## config.mk

```make
export PLATFORM = sky130hd
export DESIGN_NAME = bulk_erase_seq
export DESIGN_NICKNAME = d
export VERILOG_FILES = /design/src/rtl/bulk_erase_pkg.sv /design/src/rtl/erase_timer.sv /design/src/rtl/flash_bus_cycle.sv /design/src/rtl/erase_seq_ctrl.sv /design/src/rtl/bulk_erase_seq.sv
export SDC_FILE = /design/constraint.sdc
export NUM_CORES = 1
export LEC_CHECK = 0
export BUFFER_PORTS_ARGS = -buffer_cell sky130_fd_sc_hd__buf_2
export CAP_MARGIN = 15
export CORE_MARGIN = 8
export CORE_UTILIZATION = 55
export DETAILED_ROUTE_END_ITERATION = 16
export GPL_ROUTABILITY_DRIVEN = 0
export PLACE_DENSITY = 0.85
export SKIP_LAST_GASP = 1
export SYNTH_ARGS = -nofsm -noshare
export SYNTH_HDL_FRONTEND = slang
export SYNTH_SLANG_ARGS = --single-unit
export TNS_END_PERCENT = 1
```

## constraint.sdc

```tcl
create_clock -name clk -period 2.5 [get_ports clk]
set_clock_uncertainty 0.2 [all_clocks]
set_input_delay 0.375 -clock clk [delete_from_list [all_inputs] [get_ports clk]]
set_output_delay 0.375 -clock clk [all_outputs]
set_load 0.01 [all_outputs]
```

## src/rtl/bulk_erase_pkg.sv

```systemverilog
package bulk_erase_pkg;
  localparam logic [7:0] CMD_ERASE  = 8'h20;
  localparam logic [7:0] CMD_VERIFY = 8'hA0;
  localparam logic [7:0] CMD_READ   = 8'h00;
  localparam logic [7:0] BYTE_CLEAR = 8'hFF;

  typedef enum logic [2:0] {
    S_IDLE,
    S_SETUP,
    S_ERASE,
    S_WAIT,
    S_VCMD,
    S_VREAD,
    S_EXIT
  } seq_state_t;

  typedef enum logic [1:0] {
    PH_IDLE,
    PH_WLOW,
    PH_WHIGH,
    PH_RLOW
  } bus_phase_t;
endpackage

```

## src/rtl/erase_timer.sv

```systemverilog
module erase_timer #(
  parameter int ERASE_CLKS = 12
) (
  input  logic clk,
  input  logic rst,
  input  logic load,
  output logic running
);
  localparam int CW = $clog2(ERASE_CLKS + 1);

  logic [CW-1:0] cnt;

  always_ff @(posedge clk) begin
    if (rst) begin
      cnt <= '0;
    end else if (load) begin
      cnt <= CW'(ERASE_CLKS);
    end else if (cnt != '0) begin
      cnt <= cnt - 1'b1;
    end
  end

  assign running = (cnt != '0);
endmodule

```

## src/rtl/flash_bus_cycle.sv

```systemverilog
module flash_bus_cycle
  import bulk_erase_pkg::*;
#(
  parameter int ADDR_W  = 4,
  parameter int WR_CLKS = 2,
  parameter int RD_CLKS = 2
) (
  input  logic              clk,
  input  logic              rst,
  input  logic              req,
  input  logic              req_write,
  input  logic [ADDR_W-1:0] req_addr,
  input  logic [7:0]        req_data,
  output logic              ack,
  output logic [7:0]        rd_data,
  output logic [ADDR_W-1:0] fl_addr,
  output logic [7:0]        fl_dq_out,
  output logic              fl_dq_oe,
  input  logic [7:0]        fl_dq_in,
  output logic              fl_ce_n,
  output logic              fl_we_n,
  output logic              fl_oe_n
);
  localparam int LONGEST = (WR_CLKS > RD_CLKS) ? WR_CLKS : RD_CLKS;
  localparam int CW      = $clog2(LONGEST + 1);

  bus_phase_t    phase;
  logic [CW-1:0] cnt;

  always_ff @(posedge clk) begin
    if (rst) begin
      phase     <= PH_IDLE;
      cnt       <= '0;
      ack       <= 1'b0;
      rd_data   <= '0;
      fl_addr   <= '0;
      fl_dq_out <= '0;
      fl_dq_oe  <= 1'b0;
      fl_ce_n   <= 1'b1;
      fl_we_n   <= 1'b1;
      fl_oe_n   <= 1'b1;
    end else begin
      ack <= 1'b0;
      unique case (phase)
        PH_IDLE: begin
          if (req) begin
            fl_addr <= req_addr;
            fl_ce_n <= 1'b0;
            if (req_write) begin
              fl_dq_out <= req_data;
              fl_dq_oe  <= 1'b1;
              fl_we_n   <= 1'b0;
              cnt       <= CW'(WR_CLKS - 1);
              phase     <= PH_WLOW;
            end else begin
              fl_oe_n <= 1'b0;
              cnt     <= CW'(RD_CLKS - 1);
              phase   <= PH_RLOW;
            end
          end
        end
        PH_WLOW: begin
          if (cnt == '0) begin
            fl_we_n <= 1'b1;
            phase   <= PH_WHIGH;
          end else begin
            cnt <= cnt - 1'b1;
          end
        end
        PH_WHIGH: begin
          fl_ce_n  <= 1'b1;
          fl_dq_oe <= 1'b0;
          ack      <= 1'b1;
          phase    <= PH_IDLE;
        end
        PH_RLOW: begin
          if (cnt == '0) begin
            rd_data <= fl_dq_in;
            fl_oe_n <= 1'b1;
            fl_ce_n <= 1'b1;
            ack     <= 1'b1;
            phase   <= PH_IDLE;
          end else begin
            cnt <= cnt - 1'b1;
          end
        end
        default: phase <= PH_IDLE;
      endcase
    end
  end
endmodule

```

## src/rtl/erase_seq_ctrl.sv

```systemverilog
module erase_seq_ctrl
  import bulk_erase_pkg::*;
#(
  parameter int ADDR_W     = 4,
  parameter int MAX_PULSES = 5
) (
  input  logic              clk,
  input  logic              rst,
  input  logic              start,
  input  logic              bus_ack,
  input  logic [7:0]        bus_rdata,
  input  logic              tmr_running,
  output logic              bus_req,
  output logic              bus_write,
  output logic [ADDR_W-1:0] bus_addr,
  output logic [7:0]        bus_wdata,
  output logic              tmr_load,
  output logic              busy,
  output logic              done,
  output logic              fail,
  output logic [ADDR_W-1:0] fail_addr
);
  localparam int                PW        = $clog2(MAX_PULSES + 1);
  localparam logic [ADDR_W-1:0] LAST_ADDR = {ADDR_W{1'b1}};

  seq_state_t        state;
  logic              issued;
  logic              pass;
  logic [ADDR_W-1:0] addr;
  logic [PW-1:0]     pulses;

  always_comb begin
    bus_req   = !issued && (state != S_IDLE) && (state != S_WAIT);
    bus_write = (state != S_VREAD);
    bus_addr  = addr;
    unique case (state)
      S_SETUP, S_ERASE: bus_wdata = CMD_ERASE;
      S_VCMD:           bus_wdata = CMD_VERIFY;
      default:          bus_wdata = CMD_READ;
    endcase
  end

  assign tmr_load = (state == S_ERASE) && bus_ack;

  always_ff @(posedge clk) begin
    if (rst) begin
      state     <= S_IDLE;
      issued    <= 1'b0;
      pass      <= 1'b0;
      addr      <= '0;
      pulses    <= '0;
      busy      <= 1'b0;
      done      <= 1'b0;
      fail      <= 1'b0;
      fail_addr <= '0;
    end else begin
      done <= 1'b0;
      if (bus_req) issued <= 1'b1;
      if (bus_ack) issued <= 1'b0;
      unique case (state)
        S_IDLE: begin
          if (start) begin
            busy   <= 1'b1;
            fail   <= 1'b0;
            addr   <= '0;
            pulses <= '0;
            state  <= S_SETUP;
          end
        end
        S_SETUP: if (bus_ack) state <= S_ERASE;
        S_ERASE: begin
          if (bus_ack) begin
            pulses <= pulses + 1'b1;
            state  <= S_WAIT;
          end
        end
        S_WAIT: if (!tmr_running) state <= S_VCMD;
        S_VCMD: if (bus_ack) state <= S_VREAD;
        S_VREAD: begin
          if (bus_ack) begin
            if (bus_rdata == BYTE_CLEAR) begin
              if (addr == LAST_ADDR) begin
                pass  <= 1'b1;
                state <= S_EXIT;
              end else begin
                addr  <= addr + 1'b1;
                state <= S_VCMD;
              end
            end else if (pulses == PW'(MAX_PULSES)) begin
              pass      <= 1'b0;
              fail_addr <= addr;
              state     <= S_EXIT;
            end else begin
              state <= S_SETUP;
            end
          end
        end
        S_EXIT: begin
          if (bus_ack) begin
            busy  <= 1'b0;
            done  <= pass;
            fail  <= !pass;
            state <= S_IDLE;
          end
        end
        default: state <= S_IDLE;
      endcase
    end
  end
endmodule

```

## src/rtl/bulk_erase_seq.sv

```systemverilog
module bulk_erase_seq #(
  parameter int ADDR_W     = 4,
  parameter int ERASE_CLKS = 12,
  parameter int WR_CLKS    = 2,
  parameter int RD_CLKS    = 2,
  parameter int MAX_PULSES = 5
) (
  input  logic              clk,
  input  logic              rst,
  input  logic              start,
  output logic              busy,
  output logic              done,
  output logic              fail,
  output logic [ADDR_W-1:0] fail_addr,
  output logic [ADDR_W-1:0] fl_addr,
  output logic [7:0]        fl_dq_out,
  output logic              fl_dq_oe,
  input  logic [7:0]        fl_dq_in,
  output logic              fl_ce_n,
  output logic              fl_we_n,
  output logic              fl_oe_n
);
  logic              bus_req;
  logic              bus_write;
  logic [ADDR_W-1:0] bus_addr;
  logic [7:0]        bus_wdata;
  logic              bus_ack;
  logic [7:0]        bus_rdata;
  logic              tmr_load;
  logic              tmr_running;

  erase_seq_ctrl #(
    .ADDR_W    (ADDR_W),
    .MAX_PULSES(MAX_PULSES)
  ) u_ctrl (
    .clk        (clk),
    .rst        (rst),
    .start      (start),
    .bus_ack    (bus_ack),
    .bus_rdata  (bus_rdata),
    .tmr_running(tmr_running),
    .bus_req    (bus_req),
    .bus_write  (bus_write),
    .bus_addr   (bus_addr),
    .bus_wdata  (bus_wdata),
    .tmr_load   (tmr_load),
    .busy       (busy),
    .done       (done),
    .fail       (fail),
    .fail_addr  (fail_addr)
  );

  erase_timer #(
    .ERASE_CLKS(ERASE_CLKS)
  ) u_timer (
    .clk    (clk),
    .rst    (rst),
    .load   (tmr_load),
    .running(tmr_running)
  );

  flash_bus_cycle #(
    .ADDR_W (ADDR_W),
    .WR_CLKS(WR_CLKS),
    .RD_CLKS(RD_CLKS)
  ) u_bus (
    .clk      (clk),
    .rst      (rst),
    .req      (bus_req),
    .req_write(bus_write),
    .req_addr (bus_addr),
    .req_data (bus_wdata),
    .ack      (bus_ack),
    .rd_data  (bus_rdata),
    .fl_addr  (fl_addr),
    .fl_dq_out(fl_dq_out),
    .fl_dq_oe (fl_dq_oe),
    .fl_dq_in (fl_dq_in),
    .fl_ce_n  (fl_ce_n),
    .fl_we_n  (fl_we_n),
    .fl_oe_n  (fl_oe_n)
  );
endmodule

```

Word level (Yosys, flattened, before mapping)
Cells that the tools add are included.
{"block": "op_classes", "add_sub_neg": 4, "mux": 53, "eq_ne": 30, "bitwise_logic": 3, "n_reduce_logical": 40}
{"cell": "$mux W3", "n": 11}
{"cell": "$mux W4", "n": 6}
{"cell": "$pmux W3 S7", "n": 1}
{"cell": "$reduce_and A3 Y1", "n": 7}
{"cell": "$reduce_bool A2 Y1", "n": 9}
{"cell": "$mux W1", "n": 16}
{"cell": "$ne A2 B1 Y1 const B", "n": 8}
{"cell": "$ne A2 B2 Y1 const B", "n": 8}
{"cell": "$pmux W8 S2", "n": 1}
{"cell": "$reduce_and A4 Y1", "n": 4}
{"cell": "$mux W2", "n": 7}
{"cell": "$eq A3 B3 Y1 const B", "n": 4}
{"cell": "$pmux W1 S2", "n": 6}
{"cell": "$eq A8 B8 Y1 const B", "n": 1}
{"cell": "$pmux W2 S4", "n": 1}
{"cell": "$pmux W4 S2", "n": 1}
{"cell": "$reduce_or A2 Y1", "n": 4}
{"cell": "$reduce_and A7 Y1", "n": 1}
{"cell": "$eq A3 B2 Y1 const B", "n": 2}
{"cell": "$pmux W3 S2", "n": 1}
{"cell": "$reduce_bool A3 Y1", "n": 2}
{"cell": "$reduce_and A5 Y1", "n": 1}
{"cell": "$add A4 B1 Y4 const B", "n": 1}
{"cell": "$eq A2 B2 Y1 const B", "n": 2}
{"cell": "18 further kinds", "n": 25}
{"block": "totals", "inputBits": 11, "reg_bits": 52}

Depth between registers and ports, before layout
Gate-level depths: netlist of the first run.
{"block": "logic_depth", "ltp_word": 5, "mapped_depth": 7, "mapped_depth_nobuf": 7}

Hierarchy
A second synthesis of the first run with hierarchy kept.
{"block": "unflattened", "hier_cells": 274, "area_unflattened_um2": 2433.6}
{"module": "erase_seq_ctrl", "n_inst": 1, "area_per_inst_um2": 1124.8, "cells_each": 125}
{"module": "flash_bus_cycle", "n_inst": 1, "area_per_inst_um2": 1104.8, "cells_each": 127}
{"module": "erase_timer", "n_inst": 1, "area_per_inst_um2": 203.9, "cells_each": 22}

Worst setup path after synthesis of the first run
No wires, ideal clock.
{"block": "synth_path", "path_kind": "reg-to-reg", "start": "register u_bus.rd_data[6]", "end": "register u_ctrl.addr[2] (netlist: u_ctrl.bus_addr[2])", "slack_ps": 751, "setup_time_ps": 116, "path_stages_with_launch": 7, "synth_period_minus_slack_ps": 1749, "arrival_ps": 1432, "path_buffers": 1, "cell_sequence": "dfxtp_1 -> nand4_1 -> or2_1 -> buf_6 -> a221oi_4 -> a21oi_1 -> a31o_2"}
{"block": "synth_between", "elab_chain_cells": 3}
{"item": "start: declaration", "line_no": "flash_bus_cycle.sv:15", "text": "output logic [7:0] rd_data,"}
{"item": "start signal: assignment", "line_no": "flash_bus_cycle.sv:78", "text": "rd_data <= fl_dq_in;"}
{"item": "$eq A8 B8 Y1", "line_no": "erase_seq_ctrl.sv:81", "text": "if (bus_rdata == BYTE_CLEAR) begin"}
{"item": "$ne A2 B1 Y1 (no line)"}
{"item": "$reduce_and A5 Y1 (no line)"}
{"item": "end signal: assignment", "line_no": "erase_seq_ctrl.sv:86", "text": "addr <= addr + 1'b1;"}
{"item": "end: declaration", "line_no": "erase_seq_ctrl.sv:29", "text": "logic [ADDR_W-1:0] addr;"}
No other way between the ends.
A chain may end at the register's enable or synchronous reset.

Worst setup path in the final report of the first run
{"block": "layout_path", "start": "register u_ctrl.state[0]", "end": "register u_ctrl.pass"}
{"block": "layout_between", "elab_chain_cells": 2}
{"item": "start: declaration", "line_no": "erase_seq_ctrl.sv:26", "text": "seq_state_t state;"}
{"item": "start signal: assignment", "line_no": "erase_seq_ctrl.sv:47", "text": "state <= S_IDLE;"}
{"item": "start signal: assignment", "line_no": "erase_seq_ctrl.sv:67", "text": "state <= S_SETUP;"}
{"item": "start signal: assignment", "line_no": "erase_seq_ctrl.sv:70", "text": "S_SETUP: if (bus_ack) state <= S_ERASE;"}
{"item": "$eq A3 B3 Y1", "line_no": "erase_seq_ctrl.sv:60", "text": "unique case (state)"}
{"item": "$reduce_and A4 Y1 (no line)"}
{"item": "end signal: assignment", "line_no": "erase_seq_ctrl.sv:49", "text": "pass <= 1'b0;"}
{"item": "end signal: assignment", "line_no": "erase_seq_ctrl.sv:83", "text": "pass <= 1'b1;"}
{"item": "end signal: assignment", "line_no": "erase_seq_ctrl.sv:90", "text": "pass <= 1'b0;"}
{"item": "end: declaration", "line_no": "erase_seq_ctrl.sv:28", "text": "logic pass;"}
No other way between the ends.

==> metrics.md, run 1 <==
| Metric | Value |
|---|---|
| Critical path arrival | `2.19 ns` |
| Setup TNS | `0 ns` |
| Mapped Cells | `255` |
| Area Overhead vs Synth | `8.68%` |
| Actual slew at the worst max-slew pin | `0.614 ns` |
| Peak supply drop | `550 µV` |
| R2R cell count | `5` |
| CP max stage cell | `dfxtp_1` |
| Required time worst endpoint | `2.51 ns` |
| Critical Setup Path Class | `flop to flop` |
| Unique cell type count in the Yosys netlist | `51` |
| Antenna fix cells | `0` |
| Starting density of the core | `55.6%` |
| Synth Cell Area | `2180 µm²` |
| Max Slew Vio Count | `0` |
| RSZ-0062 raised after global routing | `no` |
| H-tree Lvls | `2` |
| Overflow left after global routing | `0` |
| Final net count | `293` |
| I/O pin total | `34` |
| Crit path capture type | `flop` |
| Antenna violations before repair | `0` |
| Core footprint | `3910 µm²` |
| Max Fclk | `0.459 GHz` |
| Number of synthesized flops with an enable pin | `0` |
| Drt pass-1 iters | `4` |
| Worst-Skew Late Latency | `0.30 ns` |
| Routed length per placed instance | `14.1 µm` |
| Ys Warns | `0` |
| Row count | `23` |
| Avg Cell Area, Syn | `8.54 µm²` |
| Tcrit/Tclk final | `87.2%` |
| Startpoint type of the worst setup path | `flop` |
| Die extent in x | `78.9 µm` |
| Post-DRT Antenna Nets | `0` |
| Yosys reg bits | `46` |
| Synth Flop Type | `dfxtp_1` |
| # DRC | `0` |
| Setup violators final | `0` |
| Vias | `1,794` |
| Via/cell ratio | `5.52` |
| Asr flop ratio synth | `0%` |
| Routed wire length | `4590 µm` |
| Min-Delay Path Depth | `3` |
| Max_slew headroom | `59.0%` |
| Pwr Density | `756 nW/µm²` |
| Clock Sinks | `46` |
| Vias in the first global route | `1,676` |
| Max cap viols | `0` |
| Tmin final | `2.18 ns` |
| Leakage | `0.000986 µW` |
| Clock tree root driver cell | `clkbuf_8` |
| Delay of the slowest cell on the worst path | `0.72 ns` |
| Hold buffer count at CTS | `0` |
| # port buffers | `27` |
| Violation count after the first detailed-routing iteration | `114` |
| Clock-pin slew on the worst setup and hold paths | `0.08 ns` |
| CTS Buf Count | `5` |
| Clock Tree Buf Depth | `2` |
| CTS tree | `yes` |
| Largest net degree at the start of global routing | `31` |
| Die height | `78.9 µm` |
| Tot Pwr | `1790 µW` |
| Max FO, Critical Path | `18` |
| Die ar. | `6230 µm²` |
| Register area share after synthesis | `42.3%` |
| Share of cells above drive strength 1 | `15.6%` |
| Post-cts gate resize count | `0` |
| DP HPWL | `3300 µm` |
| Gr usage total | `14.9%` |
| Final Hold Viols | `0` |
| Hold WC Path Type | `input pin to flop` |
| Global-route wire length before repair | `7560 µm` |
| Postcts setup bufs | `0` |
| Outcome | `finished clean` |
| Crit path cell chain | `nand3b_1, nor2_1, mux2_2, a21oi_1, a311oi_1` |
## report_power, final
group | internal [µW] | total [µW] | switching, µW
Combinational | 198 | 451 | 253
Clock | 213 | 451 | 238
Sequential | 806 | 887 | 80.1
## final cells by class
class	instances	area (µm²)
Tap cell	50	62.6
Inverter	9	33.8
Fill cell	356	1550
Timing Repair Buffer	30	158
Sequential cell	46	921
Clock buffer	6	82.6
Multi-Input combinational cell	184	1110
## sequential cells by signal, indices dropped and copies added, names as in the netlist, 2 cells and up
name and cells:
u_ctrl.bus_addr 4, u_ctrl.pulses 3, u_ctrl.state 3, u_bus.phase 2, u_bus.cnt 2, u_bus.fl_addr 4, u_timer.cnt 4, u_bus.rd_data 8
u_bus.fl_dq_out 2, u_ctrl.fail_addr 4
## per-stage QoR
step,cell area [µm²],hold WS (ns),cells,utilization (%),setup slack (ns)
final,2370,0.109,325,60.5,0.321
after floorplan,2200,0.236,260,-,0.751
after global placement,2280,0.243,319,58.3,0.410
after global routing,2370,0.112,325,60.5,0.166
after detailed placement,2280,0.248,319,58.3,0.325
after CTS,2370,0.107,325,60.5,0.304
## kinds of logic (layout without fill, tap and decap cells)
| kind of cell | Yosys count | in the layout | synth area share, % |
|---|---|---|---|
| AND/OR/NAND/NOR | 101 | 101 | 21.6 |
| other | 1 | 6 | 0.172 |
| adder cells (fa/ha/maj) | 7 | 7 | 3.91 |
| flip-flops | 46 | 46 | 42.3 |
| XOR/XNOR | 6 | 6 | 2.41 |
| multiplexers | 14 | 14 | 6.49 |
| buffers and inverters | 30 | 45 | 7.64 |
| AO/OA/AOI/OAI | 50 | 50 | 15.5 |
## worst max-delay path: cells and delay by family, from the launching register on
family	cells	cell delay, ns
compound gates	2	0.31
mux	1	0.22
flops	1	0.72
simple gates	2	0.65
## cells in the mapped netlist, drive strengths merged, types with 2 or more instances
cell type	number	area share, %
dfxtp	46	42
nor2	35	6.1
nand2	31	5.3
a21oi	23	5.3
buf	13	4.7
mux2i	13	6.0
inv	9	1.6
clkbuf	8	1.4
nor3	7	1.8
o21ai	7	1.8
ha	6	3.4
and2	4	1.1
nand3	4	0.92
a31oi	3	0.86
nand2b	3	0.86
nand4	3	0.86
nor2b	3	0.86
xnor2	3	1.2
xor2	3	1.2
a211oi	2	0.69
a221oi	2	1.6
nor3b	2	0.69
o211ai	2	0.69
or2	2	0.58
or3	2	0.57
## placed cells by master, fill, tap and decap left out, drive strengths merged, types with 2 or more instances in the layout
cell and instances:
nor3b 2, dfxtp 46, nand2b 3, xor2 3, nand3 4, or3 2
a31oi 3, inv 9, a211oi 2, ha 6, and2 4, o211ai 2
or2 2, clkbuf 6, nor2 35, nor2b 3, nand4 3, o21ai 7
a221oi 2, xnor2 3, conb 6, mux2i 13, a21oi 23, buf 30
nand2 31, nor3 7
## per-layer routing
metal / global-route usage [%] / share of wire [%]
met5: 0 / 0
met4: 5.37 / 1.2
met3: 4.06 / 4.3
met2: 24.9 / 51
met1: 17.7 / 44
## final timing paths
path	startpoint	to	slack (ns)
worst max-delay path	u_ctrl.state[0]$_SDFFE_PP0P_	u_ctrl.pass$_SDFFE_PP0P_	0.32
worst min register to register	u_bus.rd_data[7]$_SDFFE_PP0P_	u_bus.rd_data[7]$_SDFFE_PP0P_	0.26
worst min-delay path	fl_dq_in[3]	u_bus.rd_data[3]$_SDFFE_PP0P_	0.11
worst max register to register	u_ctrl.state[0]$_SDFFE_PP0P_	u_ctrl.pass$_SDFFE_PP0P_	0.32
No activity file was read; power rests on OpenSTA's default activity.
==> run 2, diff against run 1 <==
--- a/config.mk
+++ b/config.mk
@@ -5,6 +5,7 @@
 export SDC_FILE = /design/constraint.sdc
 export NUM_CORES = 1
 export LEC_CHECK = 0
+export ABC_AREA = 1
 export BUFFER_PORTS_ARGS = -buffer_cell sky130_fd_sc_hd__buf_2
 export CAP_MARGIN = 15
 export CORE_MARGIN = 8
==> run 2 against run 1 <==
Synthesized cell count up 17%. Clock power up 2%. Area after synthesis down 1.7%. Global-route usage down 0.23 points. Worst setup slack better by 0.42 ns. Critical endpoint is now u_bus.fl_we_n$_SDFFE_PP1P_.
==> metrics.md, run 2 <==
| Metric | Value |
|---|---|
| Worst reg2reg path endpoint | `u_bus.fl_we_n$_SDFFE_PP1P_` |
| Internal power | `1440 µW` |
| Setup violators final | `0` |
| Critical path arrival | `1.71 ns` |
| Clock Sinks | `46` |
| Antenna fix cells | `0` |
| Yosys reg bits | `46` |
| Hold WC Path Type | `input pin to flop` |
| Sequential Area | `921 µm²` |
| Area of the multi-input gates | `1020 µm²` |
| R2R cell count | `9` |
| I/O pin total | `34` |
| RSZ-0062 raised after global routing | `no` |
| Max Slew Vio Count | `0` |
| Antenna violations before repair | `0` |
| Asr flop ratio synth | `0%` |
| Max Used Layer | `met4` |
| Register area share after synthesis | `43.0%` |
| Max FO, Critical Path | `8` |
| Pwr Density | `997 nW/µm²` |
| WL met1 | `2090 µm` |
| Commonest cells post-synth | `nand2_1, dfxtp_1, nor2_1` |
| Via/cell ratio | `5.10` |
| Routed wire length | `4420 µm` |
| Tcrit/Tclk final | `70.3%` |
| Worst-Skew Late Latency | `0.30 ns` |
| Routed length on met2 | `2010 µm` |
| Tmin final | `1.76 ns` |
| Most frequent cell after synthesis | `nand2_1` |
| Vias in the first global route | `1,745` |
| Gr usage total | `14.6%` |
| Setup slack, reg-to-reg | `0.74 ns` |
| Largest register FFs | `8` |
| Combinational fraction of design power | `38.9%` |
| Post-DRT Antenna Nets | `0` |
| Leakage | `0.00106 µW` |
| Met3 Routed Length | `270 µm` |
| Share of cells above drive strength 1 | `15.3%` |
| Avg Cell Area, Syn | `7.18 µm²` |
| Tot Pwr | `2370 µW` |
| Die height | `78.4 µm` |
| Max_slew headroom | `52.3%` |
| Hold Path End | `u_bus.rd_data[1]$_SDFFE_PP0P_` |
| Final net count | `342` |
| Share of the synthesized area in the top cell type | `43.0%` |
| H-tree Lvls | `2` |
| Synth top area cells | `dfxtp_1, nand2_1, nor2_1, a21oi_1, inv_1` |
| Biggest register | `u_bus.rd_data` |
| Clock tree root driver cell | `clkbuf_8` |
| Crit path capture type | `flop` |
| # DRC | `0` |
| Critical Setup Path Class | `flop to flop` |
| Overflow left after global routing | `0` |
| Number of synthesized flops with an enable pin | `0` |
| Commonest non-fill, non-tap cell in the layout | `nand2_1` |
| Synth Flop Type | `dfxtp_1` |
| Outcome | `finished clean` |
| Min-Delay Path Depth | `3` |
| Synth Cell Area | `2140 µm²` |
| Final Hold Viols | `0` |
| Fillcell total | `341` |
| Mapped Cells | `298` |
| Sequential Power Share | `41.6%` |
| Actual slew at the worst max-slew pin | `0.715 ns` |
| Max cap viols | `0` |
| Core footprint | `3690 µm²` |
| Hold buffer count at CTS | `0` |
| Setup TNS | `0 ns` |
| Area Overhead vs Synth | `11.2%` |
| Post-placement cell count | `366` |
| Max Fclk | `0.569 GHz` |
| Die ar. | `6140 µm²` |
| Ys Warns | `0` |
| Violation count after the first detailed-routing iteration | `107` |
| Unique cell type count in the Yosys netlist | `33` |
| Switching share of power | `39.2%` |
| CTS Buf Count | `5` |
| Starting density of the core | `58.0%` |
| Finished Layout Cells | `374` |
| Vias | `1,906` |
| Die extent in x | `78.4 µm` |
| CTS tree | `yes` |
| Net switching power | `930 µW` |
| Clock power frac | `19.5%` |
| Post-cts gate resize count | `0` |
| Required time worst endpoint | `2.46 ns` |
| Postcts setup bufs | `0` |
| Drt pass-1 iters | `4` |
| Clock-pin slew on the worst setup and hold paths | `0.08 ns` |
| Worst r2r src | `u_ctrl.state[0]$_SDFFE_PP0P_` |
| Final Util | `64.5%` |
| Row count | `22` |
| DP HPWL | `3250 µm` |
| Clock Tree Buf Depth | `2` |
| Cell taking the most area after synthesis | `dfxtp_1` |
| Startpoint type of the worst setup path | `flop` |
| Commonest non-fill, non-tap cells in the layout | `nand2_1, dfxtp_1, nor2_1` |
| Global-route wire length before repair | `7480 µm` |
| Min-delay src | `fl_dq_in[1]` |
| # port buffers | `27` |
| Largest net degree at the start of global routing | `28` |
| Peak supply drop | `648 µV` |
| Routed length per placed instance | `11.8 µm` |
-- run 2: changes by cell type after synthesis, moves of 4 or more --
| cell | delta |
|---|---|
| a21oi_1 | +5 |
| inv_2 | +7 |
| inv_1 | +23 |
| buf_4 | -4 |
| nor2_1 | +4 |
| o21ai_0 | +14 |
| mux2i_1 | -12 |
| nand3_1 | +14 |
| nand2_1 | +27 |
| clkbuf_1 | -4 |
-- run 2: logic make-up after synthesis --
group,Yosys count,share of synthesized area [%]
AND/OR/NAND/NOR,135,28.1
buffers and inverters,52,10.2
XOR/XNOR,4,1.64
adder cells (fa/ha/maj),6,3.51
AO/OA/AOI/OAI,53,12.9
other,1,0.175
multiplexers,1,0.468
flip-flops,46,43.0
-- run 2: worst max path at each step --
stage                                             from  slack, ns                             to  cells past startpoint
after floorplan           u_ctrl.state[0]$_SDFFE_PP0P_       1.02     u_bus.fl_we_n$_SDFFE_PP1P_                     10
after global placement                             rst       0.68  u_ctrl.pulses[0]$_SDFFE_PP0P_                      5
after detailed placement                           rst       0.59  u_ctrl.pulses[0]$_SDFFE_PP0P_                      5
after CTS                 u_ctrl.state[0]$_SDFFE_PP0P_       0.75     u_bus.fl_we_n$_SDFFE_PP1P_                      9
after global routing         u_bus.cnt[0]$_SDFFE_PP0P_       0.57  u_bus.rd_data[5]$_SDFFE_PP0P_                      5
final                     u_ctrl.state[0]$_SDFFE_PP0P_       0.74     u_bus.fl_we_n$_SDFFE_PP1P_                      9
-- run 2: power by group through the flow --
stage	logic, µW	registers [µW]	clock network (µW)
global placement	888	999	0
detailed placement	922	1000	0
floorplan	689	1010	0
finish	923	987	462
global route	1060	1010	504
CTS	928	987	472
-- run 2: critical path, stage by stage (launching register included) --
cell and delay, ns:
dfxtp_1 0.49, inv_2 0.09, nand3_4 0.13, inv_2 0.06
nor2_1 0.08, nand2_1 0.11, nor2_4 0.17, nand2_1 0.14
nand2_1 0.09, nand3_1 0.06
-- run 2: routing by layer --
| metal | vias up | global-route usage (%) |
|---|---|---|
| li1 | 993 | - |
| met2 | 41 | 24.1 |
| met3 | 7 | 5.24 |
| met1 | 865 | 17.3 |
| met5 | - | 0 |
| met4 | 0 | 4.63 |
-- run 2: final cells by class --
class                           instances  share of cell area (%)
Multi-Input combinational cell        205                    42.8
Sequential cell                        46                    38.7
Inverter                               40                    6.31
Timing Repair Buffer                   27                    5.68
Clock buffer                            6                    3.47
Tap cell                               48                    2.52
Clock inverter                          2                   0.526
-- run 2: stage by stage --
step           hold WS, ns  setup WS, ns  cell area [µm²]
2_1_floorplan        0.224          1.02             2160
3_3_place_gp         0.234         0.680             2280
3_5_place_dp         0.240         0.591             2280
4_1_cts              0.161         0.747             2380
5_1_grt              0.178         0.570             2380
6_report             0.160         0.742             2380
